$ cat src/rtl/disp_pkg.sv
package disp_pkg;
  localparam int NUM_UNITS = 6;
  localparam int CLS_W     = 3;
  localparam int UNIT_W    = 3;

  typedef enum logic [CLS_W-1:0] {
    CLS_BRANCH  = 3'd0,
    CLS_MEM     = 3'd1,
    CLS_FLOAT   = 3'd2,
    CLS_SIMPLE  = 3'd3,
    CLS_COMPLEX = 3'd4
  } cls_e;

  localparam int U_BR  = 0;
  localparam int U_LS  = 1;
  localparam int U_FP  = 2;
  localparam int U_SIA = 3;
  localparam int U_SIB = 4;
  localparam int U_CX  = 5;

  typedef logic [NUM_UNITS-1:0] umask_t;

  // Units a class may be steered to
  function automatic umask_t class_targets(logic [CLS_W-1:0] cls);
    umask_t m;
    m = '0;
    case (cls)
      CLS_BRANCH:  m[U_BR]  = 1'b1;
      CLS_MEM:     m[U_LS]  = 1'b1;
      CLS_FLOAT:   m[U_FP]  = 1'b1;
      CLS_SIMPLE:  begin m[U_SIA] = 1'b1; m[U_SIB] = 1'b1; end
      CLS_COMPLEX: m[U_CX]  = 1'b1;
      default:     m = '0;
    endcase
    return m;
  endfunction
endpackage

$ cat src/rtl/disp_unit_gate.sv
module disp_unit_gate #(
  parameter int RS_DEPTH = 2,
  localparam int RS_W = $clog2(RS_DEPTH + 1)
) (
  input  logic [RS_W-1:0] rs_cnt,
  input  logic            unit_free,
  output logic            rs_space,
  output logic            path_clear
);
  // Station can take one more entry
  assign rs_space   = (32'(rs_cnt) < RS_DEPTH);
  // Direct entry only behind an empty station and a free pipeline slot
  assign path_clear = unit_free && (rs_cnt == '0);
endmodule

$ cat src/rtl/disp_slot_stage.sv
module disp_slot_stage
  import disp_pkg::*;
#(
  parameter int CNT_W = 3,
  parameter int CQ_W  = 5,
  parameter int REN_W = 4,
  parameter int DST_W = 2
) (
  input  logic             alive_in,
  input  umask_t           used_in,
  input  logic [CNT_W-1:0] cnt_in,
  input  logic [REN_W-1:0] ren_in,
  input  logic             valid,
  input  logic [CLS_W-1:0] cls,
  input  logic             rdy,
  input  logic [DST_W-1:0] ndst,
  input  umask_t           rs_space,
  input  umask_t           path_clear,
  input  logic [CQ_W-1:0]  cq_free,
  input  logic [REN_W-1:0] ren_free,
  output logic             grant,
  output logic [UNIT_W-1:0] unit,
  output logic             direct,
  output logic             alive_out,
  output umask_t           used_out,
  output logic [CNT_W-1:0] cnt_out,
  output logic [REN_W-1:0] ren_out
);
  umask_t            ok_mask;
  logic [UNIT_W-1:0] pick;
  logic              found;
  logic              cq_ok;
  logic              ren_ok;

  always_comb begin
    ok_mask = class_targets(cls) & ~used_in &
              (rs_space | (path_clear & {NUM_UNITS{rdy}}));
    found = |ok_mask;
    pick  = '0;
    // Descending scan: the lowest acceptable unit wins
    for (int u = NUM_UNITS - 1; u >= 0; u--) begin
      if (ok_mask[u]) pick = UNIT_W'(u);
    end
  end

  assign cq_ok  = (32'(cnt_in) < 32'(cq_free));
  assign ren_ok = ((32'(ren_in) + 32'(ndst)) <= 32'(ren_free));

  assign grant     = alive_in && valid && found && cq_ok && ren_ok;
  assign unit      = grant ? pick : '0;
  assign direct    = grant && rdy && path_clear[pick];
  assign alive_out = grant;

  always_comb begin
    used_out = used_in;
    if (grant) used_out[pick] = 1'b1;
  end

  assign cnt_out = cnt_in + CNT_W'(grant);
  assign ren_out = grant ? REN_W'(32'(ren_in) + 32'(ndst)) : ren_in;
endmodule

$ cat src/rtl/disp_issue_reg.sv
module disp_issue_reg
  import disp_pkg::*;
#(
  parameter int SLOTS = 4,
  localparam int SLOT_W = (SLOTS > 1) ? $clog2(SLOTS) : 1
) (
  input  logic                               clk,
  input  logic                               rst_n,
  input  logic [SLOTS-1:0]                   slot_grant,
  input  logic [SLOTS-1:0][UNIT_W-1:0]       slot_unit,
  input  logic [SLOTS-1:0]                   slot_direct,
  output logic [NUM_UNITS-1:0]               iss_valid,
  output logic [NUM_UNITS-1:0]               iss_direct,
  output logic [NUM_UNITS-1:0][SLOT_W-1:0]   iss_slot
);
  logic [NUM_UNITS-1:0]             nxt_valid;
  logic [NUM_UNITS-1:0]             nxt_direct;
  logic [NUM_UNITS-1:0][SLOT_W-1:0] nxt_slot;

  always_comb begin
    nxt_valid  = '0;
    nxt_direct = '0;
    nxt_slot   = '0;
    for (int s = 0; s < SLOTS; s++) begin
      for (int u = 0; u < NUM_UNITS; u++) begin
        if (slot_grant[s] && (slot_unit[s] == UNIT_W'(u))) begin
          nxt_valid[u]  = 1'b1;
          nxt_direct[u] = slot_direct[s];
          nxt_slot[u]   = SLOT_W'(s);
        end
      end
    end
  end

  always_ff @(posedge clk or negedge rst_n) begin
    if (!rst_n) begin
      iss_valid  <= '0;
      iss_direct <= '0;
      iss_slot   <= '0;
    end else begin
      iss_valid  <= nxt_valid;
      iss_direct <= nxt_direct;
      iss_slot   <= nxt_slot;
    end
  end
endmodule

$ cat src/rtl/disp_arbiter.sv
module disp_arbiter
  import disp_pkg::*;
#(
  parameter int SLOTS    = 4,
  parameter int RS_DEPTH = 2,
  parameter int CQ_DEPTH = 16,
  parameter int REN_REGS = 12,
  parameter int DST_W    = 2,
  localparam int RS_W   = $clog2(RS_DEPTH + 1),
  localparam int CQ_W   = $clog2(CQ_DEPTH + 1),
  localparam int REN_W  = $clog2(REN_REGS + 1),
  localparam int CNT_W  = $clog2(SLOTS + 1),
  localparam int SLOT_W = (SLOTS > 1) ? $clog2(SLOTS) : 1
) (
  input  logic                             clk,
  input  logic                             rst_n,
  input  logic [SLOTS-1:0]                 slot_valid,
  input  logic [SLOTS-1:0][CLS_W-1:0]      slot_cls,
  input  logic [SLOTS-1:0]                 slot_rdy,
  input  logic [SLOTS-1:0][DST_W-1:0]      slot_ndst,
  input  logic [NUM_UNITS-1:0][RS_W-1:0]   rs_cnt,
  input  logic [NUM_UNITS-1:0]             unit_free,
  input  logic [CQ_W-1:0]                  cq_free,
  input  logic [REN_W-1:0]                 ren_free,
  output logic [SLOTS-1:0]                 slot_grant,
  output logic [SLOTS-1:0][UNIT_W-1:0]     slot_unit,
  output logic [CNT_W-1:0]                 disp_count,
  output logic [REN_W-1:0]                 ren_alloc,
  output logic [NUM_UNITS-1:0]             iss_valid,
  output logic [NUM_UNITS-1:0]             iss_direct,
  output logic [NUM_UNITS-1:0][SLOT_W-1:0] iss_slot
);
  umask_t rs_space;
  umask_t path_clear;

  for (genvar u = 0; u < NUM_UNITS; u++) begin : g_unit
    disp_unit_gate #(.RS_DEPTH(RS_DEPTH)) u_gate (
      .rs_cnt    (rs_cnt[u]),
      .unit_free (unit_free[u]),
      .rs_space  (rs_space[u]),
      .path_clear(path_clear[u])
    );
  end

  // Resource chain threaded oldest to youngest
  logic   [SLOTS:0]            alive;
  umask_t [SLOTS:0]            used;
  logic   [SLOTS:0][CNT_W-1:0] cnt;
  logic   [SLOTS:0][REN_W-1:0] ren;
  logic   [SLOTS-1:0]          slot_direct;

  assign alive[0] = 1'b1;
  assign used[0]  = '0;
  assign cnt[0]   = '0;
  assign ren[0]   = '0;

  for (genvar s = 0; s < SLOTS; s++) begin : g_slot
    disp_slot_stage #(
      .CNT_W(CNT_W), .CQ_W(CQ_W), .REN_W(REN_W), .DST_W(DST_W)
    ) u_stage (
      .alive_in  (alive[s]),
      .used_in   (used[s]),
      .cnt_in    (cnt[s]),
      .ren_in    (ren[s]),
      .valid     (slot_valid[s]),
      .cls       (slot_cls[s]),
      .rdy       (slot_rdy[s]),
      .ndst      (slot_ndst[s]),
      .rs_space  (rs_space),
      .path_clear(path_clear),
      .cq_free   (cq_free),
      .ren_free  (ren_free),
      .grant     (slot_grant[s]),
      .unit      (slot_unit[s]),
      .direct    (slot_direct[s]),
      .alive_out (alive[s+1]),
      .used_out  (used[s+1]),
      .cnt_out   (cnt[s+1]),
      .ren_out   (ren[s+1])
    );
  end

  assign disp_count = cnt[SLOTS];
  assign ren_alloc  = ren[SLOTS];

  disp_issue_reg #(.SLOTS(SLOTS)) u_issue (
    .clk        (clk),
    .rst_n      (rst_n),
    .slot_grant (slot_grant),
    .slot_unit  (slot_unit),
    .slot_direct(slot_direct),
    .iss_valid  (iss_valid),
    .iss_direct (iss_direct),
    .iss_slot   (iss_slot)
  );
endmodule

$ cat config.mk
export PLATFORM = sky130hd
export DESIGN_NAME = disp_arbiter
export DESIGN_NICKNAME = d
export VERILOG_FILES = /design/src/rtl/disp_pkg.sv /design/src/rtl/disp_unit_gate.sv /design/src/rtl/disp_slot_stage.sv /design/src/rtl/disp_issue_reg.sv /design/src/rtl/disp_arbiter.sv
export SDC_FILE = /design/constraint.sdc
export NUM_CORES = 1
export LEC_CHECK = 0
export ABC_AREA = 1
export BUFFER_PORTS_ARGS = -buffer_cell sky130_fd_sc_hd__buf_2
export CAP_MARGIN = 0
export CORE_AREA = 3 3 94 114
export DETAILED_ROUTE_END_ITERATION = 10
export DIE_AREA = 0 0 97 117
export PLACE_DENSITY = 0.8
export SYNTH_ARGS = -nofsm -noshare
export SYNTH_HDL_FRONTEND = slang
export SYNTH_HIERARCHICAL = 1
export SYNTH_SLANG_ARGS = --single-unit
export TNS_END_PERCENT = 50
$ cat constraint.sdc
create_clock -name clk -period 27.5 [get_ports clk]
set_clock_uncertainty 0.15 [all_clocks]
set_input_delay 5.5 -clock clk [delete_from_list [all_inputs] [get_ports clk]]
set_output_delay 5.5 -clock clk [all_outputs]
set_load 0.03 [all_outputs]
# --- Yosys cells after proc, flatten, opt, wreduce, memory -nomap -nowiden ---
# Index checks and enable logic that the tools add are counted.
totals:
  regBits: 24
  input_bits: 57
op_classes:
  n_mux: 135
  n_addsub: 6
  eq_ne: 36
  order_cmp: 21
  bitwise_logic: 20
  n_reduce_logical: 74
ops:
  columns: ["cell", "count"]
  rows:
  - ["$le A32 B4 Y1", 3]
  - ["$mux W3", 28]
  - ["$mux W1", 77]
  - ["$and A6 B6 Y6", 11]
  - ["$logic_and A1 B1 Y1", 56]
  - ["$eq A3 B2 Y1 const B", 16]
  - ["$eq A3 B3 Y1 const B", 12]
  - ["$or A6 B6 Y6", 6]
  - ["$mux W2", 17]
  - ["$eq A3 B1 Y1 const B", 8]
  - ["$logic_not A3 Y1", 8]
  - ["$reduce_or A6 Y1", 4]
  - ["$mux W6", 3]
  - ["$not A6 Y6", 3]
  - ["$lt A3 B4 Y1 const B", 4]
  - ["$bmux W1 S3", 4]
  - ["$logic_not A2 Y1", 6]
  - ["$lt A2 B2 Y1 const B", 6]
  - ["$mux W4", 3]
  - ["$add A4 B2 Y5", 2]
  - ["$demux W1 S3", 3]
  - ["$ge A3 B1 Y1 const B", 3]
  - ["$lt A1 B5 Y1", 1]
  - ["$lt A1 B5 Y1 const A", 1]
  - ["other kinds (7)", 7]

# --- Logic depth before layout (Yosys ltp) ---
logic_depth:
  depth_word: 59
  depth_mapped: 71
  mapped_depth_nobuf: 70

# --- By module ---
# The synthesis kept the hierarchy.
by_module_without_submodules:
  columns: ["mod", "area_each_um2", "seq_area_each_um2", "instances", "cells_per_inst"]
  rows:
  - ["disp_slot_stage (g_slot[0].u_stage ...)", 754.5, 0.0, 3, 136]
  - ["disp_issue_reg", 1290.0, 600.6, 1, 177]
  - ["disp_slot_stage (g_slot[3].u_stage)", 705.7, 0.0, 1, 135]
  - ["disp_unit_gate", 16.3, 0.0, 6, 3]
  - ["disp_arbiter", 7.5, 0.0, 1, 2]

# --- Worst setup path before layout ---
# OpenSTA, ideal clock, no wires.
synth_path:
  path_type: "input port to output port"
  start: "input port slot_ndst[1] (netlist bit)"
  end: "output port disp_count[2]"
  n_path_buf: 3
  arrival_time_ns: 12.726
  stages: 57
  setup_slack_ns: 9.124
  required_ns: 21.850
  cell_sequence: "fa_1 > ha_1 > nand2_1 > nand2_1 > nand2_1 > nand2_1 > nand2_1 > nand2_1 > nor2_1 > nand2_4 > buf_6 > o21ai_2 > ha_1 > fa_1 > ha_1 > nand2_1 > nand2_1 > nand2_1 > [21 not listed] > nand2_1 > ha_1 > a21oi_1 > nor2_1 > xor2_1 > ha_1 > nand2_1 > inv_1 > nand2_1 > nand2_1 > nand2_1 > nand2_1 > nor2_1 > nand2_2 > inv_2 > ha_1 > ha_1 > xor2_1"
synth_rtl:
  columns: ["element", "line_no", "source"]
  rows:
  - ["start, declared", "disp_arbiter.sv:20", "input logic [SLOTS-1:0][DST_W-1:0] slot_ndst,"]
  - ["end, declared", "disp_arbiter.sv:27", "output logic [CNT_W-1:0] disp_count,"]

==> flow_summary.ini <==
[floorplan]
floorplan.initialDensity_pct = 44.90
core_ar_um2 = 9613
placementRows = 39
floorplan.die_area_um2 = 11350
die-width_um = 97
ioPinCount = 104
floorplan.die.height_um = 117

[final_layout]
layout.nets = 959
instances_no_fill = 980
n_fill_cell = 999
flow.area_growth_from_synthesis_pct = 18.09
num_antenna_cells = 0
most_common_cell_after_layout_fill_and_taps_aside = sky130_fd_sc_hd__nand2_1
layout.cells.most_common_list = sky130_fd_sc_hd__nand2_1, sky130_fd_sc_hd__inv_1, sky130_fd_sc_hd__buf_2, sky130_fd_sc_hd__nor2_1, sky130_fd_sc_hd__nand3_1
drive_above_1_share_pct = 22.40

[worst_setup_path]
worstSetupStartpointType = input pin
crit_path_launch = slot_ndst[1]
end_point_of_the_critical_path = disp_count[2]
timing.critical_path.to_type = primary output
worstPathMaxFanout = 14
worst-endpoint-required_ns = 21.85
timing.critical_path.slowest_stage_cell = sky130_fd_sc_hd__fa_1
timing.setup.critical_path_class = input pin to primary output
worst_path_most_repeated_cell = sky130_fd_sc_hd__nand2_1
cpPeakStageDelay_ns = 0.48
arrival_ns = 13.61

[sta]
setup_repair_after_global_routing_missed_its_margin = false
hold_violations = 0
highest_clock_frequency_the_design_can_meet_mhz = 51.93
tightestPinTransition_ns = 0.6617
slew-limit-headroom_pct = 55.72
setup_violations = 0
fin_tns_setup_ns = 0
finalWorstPathRequiredPeriod_ns = 19.26
fin_hold_ws_ns = 5.052
slew_viol_final = 0
post-route-period-util_pct = 70.03

[logic_synthesis]
syn-instance-count = 732
synth.cell_area_um2 = 4317
synthesis.area_per_instance_um2 = 5.897
yosysWarningCount = 6

[power_and_ir_drop]
power.leakage_nw = 3.277
vdd_drop_max_uv = 20.66
powerDensity_nw_per_um2 = 23.21

[drt]
postRouteWirelength_um = 11530
drc_errors = 0
wire_per_inst_um = 11.77
via_per_inst = 4.768
dr_total_vias = 4673
antenna_violating_nets_left = 0
drt_iter0_drc = 232
drt_pass_1_iters = 5

[grt]
grt_start_max_net_pins = 25
overall_global_routing_resource_usage_pct = 20.36
grt_antenna_before_repair = 0
via_count_of_the_first_global_routing_pass = 4306
gr-total-overflow = 0
grt_pass1_wl_um = 19350

[placement]
placed_cells = 976
place.detailed.hpwl_um = 10030
gp_routability_congestion = 0.9997
port-buffer-count = 103

[clock_network]
cts_hold_repair.buffers = 0
clkSinkCount = 24
cts-root-to-sink-buffers = 2
cts-root-buf = sky130_fd_sc_hd__clkbuf_16
cts_repair_resize_count = 0
cts-buffers-inserted = 3
clk_pin_slew_worst_paths_ns = 0.06
htree_num_levels = 1
post-cts-setup-buffer-count = 0
cts_tree = built

[min_path]
hold_class = input pin to async pin

[status]
outcome = completed

[job]
max_cap_violations = 0
## stage by stage
stage                     utilization, %  area, um2  worst slack (ns)  total power, mW
after floorplan                        -       4414             9.134          0.07094
after global placement             52.10       5009             8.458          0.08455
after detailed placement           52.10       5009             8.225          0.08537
after CTS                          53.03       5097             8.229           0.1183
after global routing               53.03       5097             7.396           0.1276
final                              53.03       5097             8.242           0.1183
## registers in the layout, summed over array words and instances, names as in the netlist
| signal | count |
|---|---|
| u_issue/iss_valid | 6 |
| u_issue/iss_direct | 6 |
| u_issue/iss_slot | 12 |
## layer usage
layer	part of all wire, %	track usage [%]	vias to the layer above
met5	0	0	-
met1	40	24.36	2020
met4	1.9	4.775	0
met3	5.9	1.778	19
met2	52	39.59	157
li1	-	-	2477
## worst max-delay path: cells and delay by family
family,cells,cell delay [ns]
compound gates,3,0.36
xor+xnor,4,0.73
fa+ha+maj,11,3.30
buf+inv,7,0.92
simple gates,33,2.80
## layout make-up
type | count | area (um2) | share of cell area, %
inverter | 157 | 589.3 | 11.56
tap | 123 | 153.9 | 3.019
clock buffer | 4 | 88.84 | 1.743
multi-input combinational | 569 | 3149 | 61.78
timing repair buffer | 103 | 515.5 | 10.11
sequential | 24 | 600.6 | 11.78
## worst min-delay path by stage
stage          cells after the start  start                               to  slack (ns)
2_1_floorplan                      0  rst_n  u_issue/iss_direct[0]$_DFF_PN0_        5.05
3_3_place_gp                       1  rst_n  u_issue/iss_direct[5]$_DFF_PN0_        5.33
3_5_place_dp                       1  rst_n  u_issue/iss_direct[5]$_DFF_PN0_        5.34
4_1_cts                            1  rst_n  u_issue/iss_direct[1]$_DFF_PN0_        5.07
5_1_grt                            1  rst_n  u_issue/iss_direct[1]$_DFF_PN0_        5.11
6_report                           1  rst_n  u_issue/iss_direct[5]$_DFF_PN0_        5.05
## power breakdown
part | switching (mW) | internal (mW) | total, mW
Sequential | 0.00000810 | 0.0354 | 0.0354
Combinational | 0.0309 | 0.0190 | 0.0499
Clock | 0.0109 | 0.0222 | 0.0330
Note: power is estimated with default switching activity, not from simulation.
